===== config.mk =====
export PLATFORM = sky130hd
export DESIGN_NAME = rx_addr_filter
export DESIGN_NICKNAME = d
export VERILOG_FILES = /design/src/rtl/rxaf_pkg.sv /design/src/rtl/addr_cmp_bank.sv /design/src/rtl/hash_crc_unit.sv /design/src/rtl/rx_addr_filter.sv
export SDC_FILE = /design/constraint.sdc
export NUM_CORES = 1
export LEC_CHECK = 0
export ABC_AREA = 0
export BUFFER_PORTS_ARGS = -buffer_cell sky130_fd_sc_hd__buf_4
export CORE_AREA = 2 2 184 186
export CTS_BUF_LIST = sky130_fd_sc_hd__clkbuf_4
export DETAILED_ROUTE_END_ITERATION = 8
export DIE_AREA = 0 0 186 188
export GPL_ROUTABILITY_DRIVEN = 0
export PLACE_DENSITY = 0.62
export SETUP_SLACK_MARGIN = 0.02
export SLEW_MARGIN = 10
export SYNTH_ARGS = -nofsm -noshare
export SYNTH_HDL_FRONTEND = slang
export SYNTH_SLANG_ARGS = --single-unit
export TNS_END_PERCENT = 30

===== constraint.sdc =====
create_clock -name clk -period 3.16 [get_ports clk]
set_input_delay 0.158 -clock clk [delete_from_list [all_inputs] [get_ports clk]]
set_output_delay 0.158 -clock clk [all_outputs]
set_load 0.05 [all_outputs]

===== src/rtl/rxaf_pkg.sv =====
package rxaf_pkg;
   localparam int MAC_BYTES = 6;
   localparam int HDR_BYTES = 2 * MAC_BYTES;
   localparam int MAC_BITS  = 8 * MAC_BYTES;
   localparam logic [31:0] CRC_POLY_REFL = 32'hEDB8_8320;

   // One byte of reflected CRC-32, least significant bit first
   function automatic logic [31:0] crc32_byte(input logic [31:0] c_in, input logic [7:0] b);
      logic [31:0] c;
      c = c_in;
      for (int i = 0; i < 8; i++) begin
         if (c[0] ^ b[i]) c = (c >> 1) ^ CRC_POLY_REFL;
         else             c = c >> 1;
      end
      return c;
   endfunction
endpackage


===== src/rtl/addr_cmp_bank.sv =====
module addr_cmp_bank
   import rxaf_pkg::*;
#(
   parameter int N_ENT    = 4,
   parameter int BASE_IDX = 0
) (
   input  logic                      clk,
   input  logic                      rst_n,
   input  logic                      start,
   input  logic                      take,
   input  logic [3:0]                byte_idx,
   input  logic [7:0]                byte_in,
   input  logic [N_ENT*MAC_BITS-1:0] addr_tbl,
   input  logic [N_ENT*MAC_BYTES-1:0] mask_tbl,
   input  logic [N_ENT-1:0]          ent_en,
   output logic [N_ENT-1:0]          hit_nx
);
   localparam logic [3:0] LO_IDX = 4'(BASE_IDX);
   localparam logic [3:0] HI_IDX = 4'(BASE_IDX + MAC_BYTES);

   logic       in_range;
   logic [3:0] rel;

   assign in_range = (byte_idx >= LO_IDX) && (byte_idx < HI_IDX);
   assign rel      = byte_idx - LO_IDX;

   for (genvar e = 0; e < N_ENT; e++) begin : g_ent
      logic ok_q;
      logic base;
      logic byte_ok;

      assign base    = start ? ent_en[e] : ok_q;
      assign byte_ok = mask_tbl[e*MAC_BYTES + int'(rel[2:0])] ||
                       (addr_tbl[e*MAC_BITS + 8*int'(rel[2:0]) +: 8] == byte_in);
      assign hit_nx[e] = (take && in_range) ? (base && byte_ok) : base;

      always_ff @(posedge clk or negedge rst_n) begin
         if (!rst_n)    ok_q <= 1'b0;
         else if (take) ok_q <= hit_nx[e];
      end
   end
endmodule


===== src/rtl/hash_crc_unit.sv =====
module hash_crc_unit
   import rxaf_pkg::*;
#(
   parameter int HASH_W = 64
) (
   input  logic              clk,
   input  logic              rst_n,
   input  logic              start,
   input  logic              take,
   input  logic [3:0]        byte_idx,
   input  logic [7:0]        byte_in,
   input  logic [HASH_W-1:0] hash_tbl,
   output logic              tbl_bit
);
   localparam int IDX_W = $clog2(HASH_W);

   logic [31:0]      crc_q;
   logic [31:0]      crc_in;
   logic [31:0]      crc_fin;
   logic [IDX_W-1:0] idx;

   assign crc_in  = start ? 32'hFFFF_FFFF : crc_q;
   assign crc_fin = ~crc_q;
   assign idx     = crc_fin[31 -: IDX_W];
   assign tbl_bit = hash_tbl[idx];

   always_ff @(posedge clk or negedge rst_n) begin
      if (!rst_n)
         crc_q <= 32'hFFFF_FFFF;
      else if (take && (byte_idx < 4'(MAC_BYTES)))
         crc_q <= crc32_byte(crc_in, byte_in);
   end
endmodule


===== src/rtl/rx_addr_filter.sv =====
module rx_addr_filter
   import rxaf_pkg::*;
#(
   parameter int N_DA    = 4,
   parameter int N_SA    = 3,
   parameter int HASH_W  = 64,
   parameter bit HASH_EN = 1'b1
) (
   input  logic                       clk,
   input  logic                       rst_n,
   input  logic                       rx_sof,
   input  logic                       rx_valid,
   input  logic [7:0]                 rx_byte,
   input  logic [N_DA*MAC_BITS-1:0]   da_addr_tbl,
   input  logic [N_DA*MAC_BYTES-1:0]  da_mask_tbl,
   input  logic [N_DA-1:0]            da_ent_en,
   input  logic [N_SA*MAC_BITS-1:0]   sa_addr_tbl,
   input  logic [N_SA*MAC_BYTES-1:0]  sa_mask_tbl,
   input  logic [N_SA-1:0]            sa_ent_en,
   input  logic                       sa_filt_en,
   input  logic [HASH_W-1:0]          hash_tbl,
   input  logic                       hash_mc_en,
   input  logic                       hash_uc_en,
   input  logic                       pass_all_mc,
   input  logic                       promisc,
   input  logic                       bcast_block,
   output logic                       dec_valid,
   output logic                       dec_pass,
   output logic                       st_da_match,
   output logic                       st_sa_match,
   output logic                       st_hash_hit
);
   localparam int         CNT_W    = $clog2(HDR_BYTES + 1);
   localparam logic [3:0] LAST_IDX = 4'(HDR_BYTES - 1);

   // Elaboration-time parameter checks
   if (N_DA < 1 || N_DA > 8) begin : g_bad_da
      $error("rx_addr_filter: N_DA must lie in 1..8");
   end
   if (N_SA < 1 || N_SA > 8) begin : g_bad_sa
      $error("rx_addr_filter: N_SA must lie in 1..8");
   end
   if (HASH_W < 2 || HASH_W > 256 || (HASH_W & (HASH_W - 1)) != 0) begin : g_bad_hash
      $error("rx_addr_filter: HASH_W must be a power of two in 2..256");
   end
   if (CNT_W != 4) begin : g_bad_cnt
      $error("rx_addr_filter: header counter width mismatch");
   end

   // Byte position tracking
   logic [3:0] cnt_q;
   logic       in_frame_q;
   logic       start;
   logic       take;
   logic [3:0] cur_idx;

   assign start   = rx_valid && rx_sof;
   assign take    = rx_valid && (rx_sof || (in_frame_q && (cnt_q < 4'(HDR_BYTES))));
   assign cur_idx = rx_sof ? 4'd0 : cnt_q;

   always_ff @(posedge clk or negedge rst_n) begin
      if (!rst_n) begin
         cnt_q      <= '0;
         in_frame_q <= 1'b0;
      end else if (take) begin
         cnt_q      <= 4'(cur_idx + 4'd1);
         in_frame_q <= 1'b1;
      end
   end

   // Perfect-match banks
   logic [N_DA-1:0] da_hit_nx;
   logic [N_SA-1:0] sa_hit_nx;

   addr_cmp_bank #(.N_ENT(N_DA), .BASE_IDX(0)) u_da_bank (
      .clk      (clk),
      .rst_n    (rst_n),
      .start    (start),
      .take     (take),
      .byte_idx (cur_idx),
      .byte_in  (rx_byte),
      .addr_tbl (da_addr_tbl),
      .mask_tbl (da_mask_tbl),
      .ent_en   (da_ent_en),
      .hit_nx   (da_hit_nx)
   );

   addr_cmp_bank #(.N_ENT(N_SA), .BASE_IDX(MAC_BYTES)) u_sa_bank (
      .clk      (clk),
      .rst_n    (rst_n),
      .start    (start),
      .take     (take),
      .byte_idx (cur_idx),
      .byte_in  (rx_byte),
      .addr_tbl (sa_addr_tbl),
      .mask_tbl (sa_mask_tbl),
      .ent_en   (sa_ent_en),
      .hit_nx   (sa_hit_nx)
   );

   // Hash lookup, present only when enabled
   logic tbl_bit;
   if (HASH_EN) begin : g_hash
      hash_crc_unit #(.HASH_W(HASH_W)) u_hash (
         .clk      (clk),
         .rst_n    (rst_n),
         .start    (start),
         .take     (take),
         .byte_idx (cur_idx),
         .byte_in  (rx_byte),
         .hash_tbl (hash_tbl),
         .tbl_bit  (tbl_bit)
      );
   end else begin : g_no_hash
      logic unused_hash;
      assign unused_hash = ^hash_tbl;
      assign tbl_bit     = 1'b0;
   end

   // Group and broadcast flags from the destination
   logic mc_q;
   logic bc_q;
   logic bc_base;
   logic bc_nx;

   assign bc_base = start ? 1'b1 : bc_q;
   assign bc_nx   = (take && (cur_idx < 4'(MAC_BYTES))) ? (bc_base && (rx_byte == 8'hFF)) : bc_base;

   always_ff @(posedge clk or negedge rst_n) begin
      if (!rst_n) begin
         mc_q <= 1'b0;
         bc_q <= 1'b0;
      end else begin
         if (start) mc_q <= rx_byte[0];
         if (take)  bc_q <= bc_nx;
      end
   end

   // Verdict at the last header byte
   logic da_any;
   logic sa_any;
   logic hash_use;
   logic hash_hit;
   logic da_ok;
   logic pass_nx;
   logic final_byte;

   assign da_any     = |da_hit_nx;
   assign sa_any     = |sa_hit_nx;
   assign hash_use   = mc_q ? hash_mc_en : hash_uc_en;
   assign hash_hit   = hash_use && tbl_bit;
   assign da_ok      = bc_nx ? !bcast_block : (da_any || hash_hit || (mc_q && pass_all_mc));
   assign pass_nx    = promisc || (da_ok && (!sa_filt_en || sa_any));
   assign final_byte = take && !start && (cur_idx == LAST_IDX);

   always_ff @(posedge clk or negedge rst_n) begin
      if (!rst_n) begin
         dec_valid   <= 1'b0;
         dec_pass    <= 1'b0;
         st_da_match <= 1'b0;
         st_sa_match <= 1'b0;
         st_hash_hit <= 1'b0;
      end else if (start) begin
         dec_valid   <= 1'b0;
         dec_pass    <= 1'b0;
         st_da_match <= 1'b0;
         st_sa_match <= 1'b0;
         st_hash_hit <= 1'b0;
      end else if (final_byte) begin
         dec_valid   <= 1'b1;
         dec_pass    <= pass_nx;
         st_da_match <= da_any;
         st_sa_match <= sa_any;
         st_hash_hit <= hash_hit;
      end
   end
endmodule


# Yosys cells after proc, flatten, opt, wreduce, memory -nomap -nowiden
# Cells that the tools add are included.
# word_totals
input_bits	467
wordCells	180
reg_bits	51
output_inout_bits	5
# classes
n_eq_ne	9
order_cmp	13
n_reduce_logical	39
shifts	7
n_bitwise	17
muxes	66
add_sub_neg	12
# op_table
op	count
variable part select 192 x 32 -> 8 bit	3
two-way mux 32 bit	16
variable part select 144 x 32 -> 8 bit	2
variable part select 192 x 7 -> 8 bit	1
< comparator 32 x 7 -> 1 bit (second input constant)	5
variable part select 144 x 7 -> 8 bit	1
NOT 13 -> 14 bit	8
equality test 8 bit	7
two-way mux 1 bit	41
NOT 32 bit	1
binary-select mux 1 bit (select 5 bit)	5
logical AND 1 bit	21
adder 7 x 6 -> 8 bit (first input constant)	2
adder 6 x 6 -> 7 bit (first input constant)	2
logical OR 1 bit	12
< comparator 3 x 6 -> 1 bit (second input constant)	2
adder 4 x 3 -> 5 bit (first input constant)	2
adder 8 x 6 -> 9 bit (first input constant)	1
adder 3 x 3 -> 4 bit (first input constant)	2
equality test 8 bit (second input constant)	1
< comparator 4 bit (second input constant)	2
bitwise XOR 1 bit	8
< comparator 6 x 7 -> 1 bit (second input constant)	1
adder 5 x 3 -> 6 bit (first input constant)	1
13 further kinds	16

# Logic depth before layout (Yosys ltp)
# Gate-level depths: netlist of run 1.
# logic_depth
ltp_word	26
ltp_mapped	16
ltp_nobuf	13

# Hierarchy
# Synthesis of run 1 repeated with hierarchy kept, for this count alone.
# hier_totals
cells_unflattened	874
area_unflattened_um2	8690.8
# by_module_without_submodules
module	area_per_inst_um2	n_inst	cells_per_inst	seq_area_each_um2
addr_cmp_bank at u_da_bank	2911.5	1	285	100.1
hash_crc_unit	2859.0	1	265	840.8
addr_cmp_bank at u_sa_bank	2293.4	1	256	75.1
rx_addr_filter	626.9	1	68	300.3

# Worst setup path before layout of run 1
# No wires, ideal clock.
# synth_path
path_kind	reg-to-reg
from	register cnt_q[2]
to	register dec_pass
slack_ps	-87
path_stages_with_launch	17
period_less_slack_ps	3247
required_ps	3081
arrival_time_ps	3168
path_buffers	5
setup_time_ps	79
path_cell_list	dfrtp_1 buf_2 nand2_2 inv_2 clkbuf_1 ha_1 clkbuf_1 clkbuf_1 clkbuf_1 o21ai_0 o22ai_1 xor2_1 nor4_1 nand4_1 a32oi_1 o31ai_1 a2bb2oi_1
# synth_via
elab_chain_cells	16
word_cells_on_any_way	94
classes_between	add/sub (11); order compare (5); eq/ne (8); shift (7); mux (31); reduce/logical (32)
# synth_lines
element	line	text
start: declaration	rx_addr_filter.sv:51	logic [3:0] cnt_q;
start signal: assignment	rx_addr_filter.sv:66	cnt_q <= 4'(cur_idx + 4'd1);
branches (longest 16 deep; another with adder 7 x 6 -> 8 bit)	-	
end signal: assignment	rx_addr_filter.sv:171	dec_pass <= pass_nx;
end: declaration	rx_addr_filter.sv:28	output logic dec_pass,
# Parallel ways; which one is timed is not known. The select of a mux whose other input is x is not followed.
# A chain may end at the register's enable or synchronous reset.

# Worst setup path in the final report of run 1
# layout_path
from	register cnt_q[0]
to	register st_da_match
# layout_via
elab_chain_cells	11
word_cells_on_any_way	53
classes_between	add/sub (6); order compare (3); eq/ne (5); shift (4); mux (18); reduce/logical (17)
# layout_lines
element	line	text
branches (longest 11 deep; another with adder 8 x 6 -> 9 bit)	-	
end signal: assignment	rx_addr_filter.sv:172	st_da_match <= da_any;
end: declaration	rx_addr_filter.sv:29	output logic st_da_match,
# Parallel ways; which one is timed is not known. The select of a mux whose other input is x is not followed.

==> flow_summary.toml, run 1 <==
[power]
power_leakage_uw = 0.00561
seqPwrFrac = 0.181
total_power_uw = 7130
power_frac_comb = 0.761
swShare = 0.436
internal_power_uw = 4020
pwr-share-clk = 0.058
p_switching_uw = 3110
p_per_area_nw_per_um2 = 545
vdd_ir_drop_max_mv = 0.441

[grt]
grt_pass1_vias = 10600
grt_pass1_wl_mm = 65.3
antenna_found_initial = 2
grt_overflow_total = 0
grtUsageTotal = 0.247
grt_max_degree = 64

[sta]
holdWs_ns = 0.0427
layout_setup_ws_ns = 0.132
period_share = 0.958
fmax_mhz = 330
finalSetupTns_ns = 0
finClkSkew_ns = 0.0169
slew_violations = 0
rsz0062_at_grt = "yes"
relSlewSlack = 0.466
worst_pin_slew_ns = 0.795
period_minus_slack_ns = 3.03
setup_viol = 0
finalHoldViolCount = 0

[detailed_routing]
vias = 10300
wl_per_cell_um = 23.2
postRouteAntennaNets = 0
firstDrtPassIters = 5
viasPerCell = 5.36
wl_mm = 44.5
drc = 0
drt_iter0_drc = 764

[place]
port_buffers = 471
dpl.hpwl_mm = 37.1
post-place-ws_ns = 0.0518

[logic_synthesis]
ys_seq_area_frac = 0.151
synthFlopType = "dfstp_2"
synth_top_area_cell = "mux4_2"
synth_top_cells_by_count = "nor2_1, nand2_1, o21ai_0"
async_reset_ff_frac = 1.00
synth-edff-count = 0
postSynthAreaPerCell_um2 = 8.57
synth.most_common_cell = "nor2_1"
synth.distinct_cells = 83
ys_warn_count = 0
syn-cell-area_um2 = 8720
synth_top_area_share = 0.116
netlist_top_cells_area = "mux4_2, dfstp_2, mux2i_1, xnor2_1, dfrtp_1"
synth_nets = 1486
ys_seq_elements = 51
netlist_instances = 1017

[setup_path]
critical_path_arrival_ns = 3.32
crit_slowest_cell = "or4_1"
worstSetupPathType = "reg -> reg"
r2r_cells = 10
crit_path_start_kind = "flip-flop"
reg2reg_from = "cnt_q[0]$_DFFE_PN0P_"
path_cells = "buf_12 -> buf_12 -> mux4_1 -> o22a_1 -> o21ai_0 -> xor2_1 -> nand4_1 -> nor3_1 -> or4_1 -> a21o_1"
cp.required_ns = 3.45
cp_common_cell = "buf_12"
crit_path_max_fanout = 23
crit-reg2reg-capture = "st_da_match$_DFFE_PN0P_"
endpoint_kind = "flip-flop"
reg2reg_slack_ns = 0.13
critPathMaxStageDelay_ns = 0.60

[worst_hold_path]
hp-class = "in -> reg"
worstHoldStart = "da_ent_en[2]"
hold_depth = 3
worstHoldEndpoint = "u_da_bank.g_ent[2].ok_q$_DFFE_PN0P_"

[clocking]
clk_path_buf_depth = 2
clkSlewWorstSetupHoldPaths_ns = 0.17
clock_latency_ns = 0.39
numClockSinks = 51
cts_buffers = 5
cts_max_level = 2
postCtsSetupRepairBufs = 0
root_buffer = "clkbuf_4"
tritoncts = "done"

[outcome]
status = "finished, final reports clean"

[die]
start_util = 0.263
dieArea_um2 = 35000
boundaryPins = 472
die_h_um = 188
rows = 67
core_um2 = 33100
die_x_um = 186

[run]
cap_violations = 0

[layout]
area_growth_pct = 49.9
drive_gt1_frac = 0.468
fin_nets = 1938
through the flow:
step	instances	cell area [um2]	util
floorplan	1017	8720	-
global placement	1909	12900	0.390
detailed placement	1909	12900	0.390
CTS	1918	13000	0.393
global route	1920	13100	0.395
finish	1920	13100	0.395
worst max-delay path, delay by kind of cell (launching register included):
kind | cells | cell delay, ns
xor+xnor | 1 | 0.10
buf+inv | 2 | 0.36
mux | 1 | 0.59
compound gates | 3 | 0.53
simple gates | 3 | 0.83
flops | 1 | 0.50
state kept, by name, indices dropped and copies added (netlist names):
| signal | count |
|---|---|
| u_sa_bank.g_ent.ok_q | 3 |
| in_frame_q | 1 |
| dec_pass | 1 |
| mc_q | 1 |
| g_hash.u_hash.crc_q | 32 |
| cnt_q | 4 |
| u_da_bank.g_ent.ok_q | 4 |
| st_hash_hit | 1 |
| st_da_match | 1 |
| dec_valid | 1 |
| st_sa_match | 1 |
| bc_q | 1 |
cell families (layout without fill, tap and decap cells):
logic type / Yosys count / in the layout / share of synthesized area
fa+ha+maj: 2 / 2 / 0.00287
xor+xnor: 120 / 120 / 0.127
other cells: 0 / 2 / 0
simple gates: 299 / 299 / 0.176
flops: 51 / 51 / 0.151
mux: 135 / 135 / 0.232
compound gates: 289 / 289 / 0.233
buf+inv: 121 / 574 / 0.0781
final cells by class:
| cell class | count | area, um2 |
|---|---|---|
| multi-input cells | 845 | 6790 |
| flip-flops and latches | 51 | 1320 |
| repair buffers | 544 | 4220 |
| well taps | 448 | 561 |
| inverters | 22 | 85.1 |
| fillers | 3346 | 20000 |
| clock inverters | 3 | 47.5 |
| clock buffers | 5 | 37.5 |
| diodes | 2 | 5.00 |
what timing repair did:
| action | in CTS | in global routing |
|---|---|---|
| endpoints found under the hold margin | 19 | 0 |
| gates resized for setup | 1 | 9 |
| pin swaps | 0 | 1 |
| hold buffers | 1 | 0 |
| setup endpoints to repair | 1 | 3 |
layer usage:
metal,global-route usage,share of wire,vias to the layer above
met4,0.0400,0.011,0
met3,0.0208,0.067,39
met1,0.328,0.41,5007
met5,0,0,-
li1,-,-,4749
met2,0.438,0.51,488
placed cells by master (no fill, tap or decap), drive strengths merged, types with 5 or more instances in the layout:
master / count
a21oi: 31
o21bai: 9
xnor2: 72
nor3: 17
nor3b: 16
nand2: 74
nand2b: 19
o22a: 17
o21ai: 73
xor2: 48
nor4b: 9
and3b: 5
nor4: 6
mux2i: 62
a221oi: 7
nand3b: 5
clkbuf: 5
o21a: 7
o221ai: 23
o22ai: 24
a211oi: 20
or2: 6
mux2: 23
a22oi: 16
nand3: 17
buf: 543
a2bb2oi: 7
dfstp: 32
nor2: 83
o32ai: 13
nor2b: 16
mux4: 50
or3: 5
inv: 23
nand4: 7
dfrtp: 19
power groups by stage:
stage	Clock, uW	Combinational, uW	Sequential (uW)
after global placement	0	5340	1290
after CTS	428	5420	1290
after detailed placement	0	5380	1310
after global routing	446	5910	1340
after floorplan	0	3860	1180
final	413	5430	1290
worst max-delay path by stage:
stage | cells after the start | startpoint | endpoint
CTS | 11 | cnt_q[1]$_DFFE_PN0P_ | dec_pass$_DFFE_PN0P_
global route | 11 | cnt_q[2]$_DFFE_PN0P_ | st_da_match$_DFFE_PN0P_
floorplan | 14 | cnt_q[1]$_DFFE_PN0P_ | dec_pass$_DFFE_PN0P_
detailed placement | 11 | cnt_q[1]$_DFFE_PN0P_ | dec_pass$_DFFE_PN0P_
finish | 10 | cnt_q[0]$_DFFE_PN0P_ | st_da_match$_DFFE_PN0P_
global placement | 11 | cnt_q[1]$_DFFE_PN0P_ | dec_pass$_DFFE_PN0P_
(Power assumes the default switching activity.)
==> run 2, diff against run 1 <==
Clock period 3.16 ns to 2.4 ns, I/O delays scaled along.
==> run 2 against run 1 <==
The flow now finishes with violations (negative setup slack). Hold slack better by 0.047 ns. Worst setup slack worse by 0.68 ns. First-iteration DRC count is 7.5% higher. Count of clock-buffer cells in the layout stayed put. Global-route usage is 0.87 points higher. Clock skew is 0.0089 ns lower. Non-clock buffer count is 98 higher. Via count is 6.6% higher. Flip-flop and latch count stayed put. Final cell count is 5.3% higher. Sequential share of layout area is 0.79 points lower. Largest cell class unchanged. Largest power group unchanged. Highest routed layer unchanged.
==> flow_summary.toml, run 2 (synthesis gave the netlist of run 1 again) <==
[outcome]
status = "finished, violations left"
failed_checks = "negative setup slack"

[clocking]
clk_path_buf_depth = 2
cts_max_level = 2
numClockSinks = 51
root_buffer = "clkbuf_4"
clkSlewWorstSetupHoldPaths_ns = 0.17
tritoncts = "done"
cts_buffers = 5
clock_latency_ns = 0.40

[sta]
relSlewSlack = 0.540
period_minus_slack_ns = 2.95
finClkSkew_ns = 0.00802
worst_pin_slew_ns = 0.690
finalHoldViolCount = 0
period_share = 1.23
rsz0062_at_grt = "yes"
fmax_mhz = 339
slew_violations = 0
setup_viol = 10
layout_setup_ws_ns = -0.546

[setup_path]
crit_family = "simple AND/OR/NAND/NOR gates"
cp.required_ns = 2.71
crit-reg2reg-capture = "st_da_match$_DFFE_PN0P_"
crit_buf_inv = 4
crit_cells = 13
worstSetupPathType = "reg -> reg"
r2r_cells = 13
crit_path_start_kind = "flip-flop"
critical_path_arrival_ns = 3.26
critPathMaxStageDelay_ns = 0.53
reg2reg_from = "cnt_q[0]$_DFFE_PN0P_"
crit_slowest_cell = "dfrtp_4"
path_cells = "buf_12 -> nand2b_4 -> buf_12 -> buf_4 -> mux2i_1 -> o32ai_2 -> xor2_1 -> a2111oi_4 -> buf_4 -> nand4b_1 -> nand3b_1 -> or4_4 -> a21o_1"
crit_path_max_fanout = 10
endpoint_kind = "flip-flop"
reg2reg_slack_ns = -0.55

[detailed_routing]
firstDrtPassIters = 8
drc = 0
vias = 11000
viasPerCell = 5.42
wl_mm = 46.9
wl_per_cell_um = 23.2
drt_iter0_drc = 821
postRouteAntennaNets = 0

[power]
p_per_area_nw_per_um2 = 732
swShare = 0.426
power_leakage_uw = 0.00619
seqPwrFrac = 0.159
power_frac_comb = 0.788
internal_power_uw = 5950
pwr-share-clk = 0.053
p_switching_uw = 4420
vdd_ir_drop_max_mv = 0.577

[place]
port_buffers = 471
dp_cells = 1988
dpl.hpwl_mm = 38.2

[run]
cap_violations = 0

[layout]
stdcell_count = 2021
nFillCells = 3325
fin_nets = 2036
top_regs = "g_hash.u_hash.crc_q (32), cnt_q (4), u_da_bank.g_ent.ok_q (4)"
top_register = "g_hash.u_hash.crc_q"
final_common_cell = "buf_4"
area_growth_pct = 62.6
drive_gt1_frac = 0.518
final_core_util = 0.428
largest_reg_flops = 32
final_cell_mix = "buf_4, nor2_1, nand2_1, xnor2_1, o21ai_0"

[grt]
grtUsageTotal = 0.256
grt_max_degree = 66
antenna_found_initial = 6
grt_pass1_wl_mm = 67.5
grt_overflow_total = 0
grt_pass1_vias = 11100

[worst_hold_path]
worstHoldEndpoint = "u_da_bank.g_ent[1].ok_q$_DFFE_PN0P_"
hp-class = "in -> reg"
worstHoldStart = "da_ent_en[1]"
hold_depth = 3

[die]
rows = 67
dieArea_um2 = 35000
boundaryPins = 472
die_h_um = 188
start_util = 0.263
die_x_um = 186
core_um2 = 33100
-- run 2: area by class of cell --
| cell class | count | area (um2) | area share |
|---|---|---|---|
| antenna | 5 | 12.5 | 0.000883 |
| multi-input combinational | 845 | 6980 | 0.492 |
| clock buffer | 5 | 37.5 | 0.00265 |
| sequential | 51 | 1320 | 0.0934 |
| timing repair buffer | 642 | 5130 | 0.362 |
| clock inverter | 3 | 45.0 | 0.00318 |
| tap | 448 | 561 | 0.0395 |
| inverter | 22 | 86.3 | 0.00609 |
-- run 2: repair_timing --
item / 4_1_cts / 5_1_grt
resized for setup: 20 / 43
buffers inserted: 1 / 14
hold endpoints to repair: 19 / 1
setup endpoints to repair: 10 / 11
hold buffers: 1 / 1
cloned: 1 / 2
pin swaps: 3 / 13
-- run 2: power groups by stage --
stage	combinational, uW	clock (uW)	sequential (uW)
floorplan	5140	0	1550
global placement	7680	0	1650
detailed placement	7740	0	1670
CTS	7890	560	1660
global route	8810	596	1700
finish	8180	548	1650
-- run 2: worst max-delay path by stage --
stage | end | startpoint | slack [ns]
2_1_floorplan | dec_pass$_DFFE_PN0P_ | cnt_q[1]$_DFFE_PN0P_ | -0.43
3_3_place_gp | st_da_match$_DFFE_PN0P_ | cnt_q[1]$_DFFE_PN0P_ | -0.68
3_5_place_dp | st_da_match$_DFFE_PN0P_ | cnt_q[1]$_DFFE_PN0P_ | -0.75
4_1_cts | dec_pass$_DFFE_PN0P_ | cnt_q[0]$_DFFE_PN0P_ | -0.51
5_1_grt | st_da_match$_DFFE_PN0P_ | cnt_q[0]$_DFFE_PN0P_ | -0.60
6_report | st_da_match$_DFFE_PN0P_ | cnt_q[0]$_DFFE_PN0P_ | -0.55
-- run 2: tightest hold or removal path: cells and delay by family --
kind | cells | cell delay, ns
mux | 1 | 0.12
buf+inv | 1 | 0.08
simple gates | 1 | 0.14
-- run 2: routing by layer --
metal	up-vias	GRT usage	part of all wire
li1	4955	-	-
met1	5253	0.317	0.39
met2	638	0.433	0.48
met3	112	0.0583	0.088
met4	0	0.0851	0.035
met5	-	0	0
-- run 2: stage by stage --
| stage | setup WS, ns | hold WS [ns] | instance area (um2) | power, uW | TNS, ns |
|---|---|---|---|---|---|
| after CTS | -0.510 | 0.00613 | 13800 | 10100 | -2.68 |
| final | -0.546 | 0.0899 | 14200 | 10400 | -2.93 |
| after detailed placement | -0.745 | 0.208 | 13600 | 9410 | -4.64 |
| after global placement | -0.681 | 0.204 | 13600 | 9330 | -4.07 |
| after global routing | -0.597 | 0.0803 | 14200 | 11100 | -3.78 |
| after floorplan | -0.433 | -0.176 | 8800 | 6690 | -1.67 |
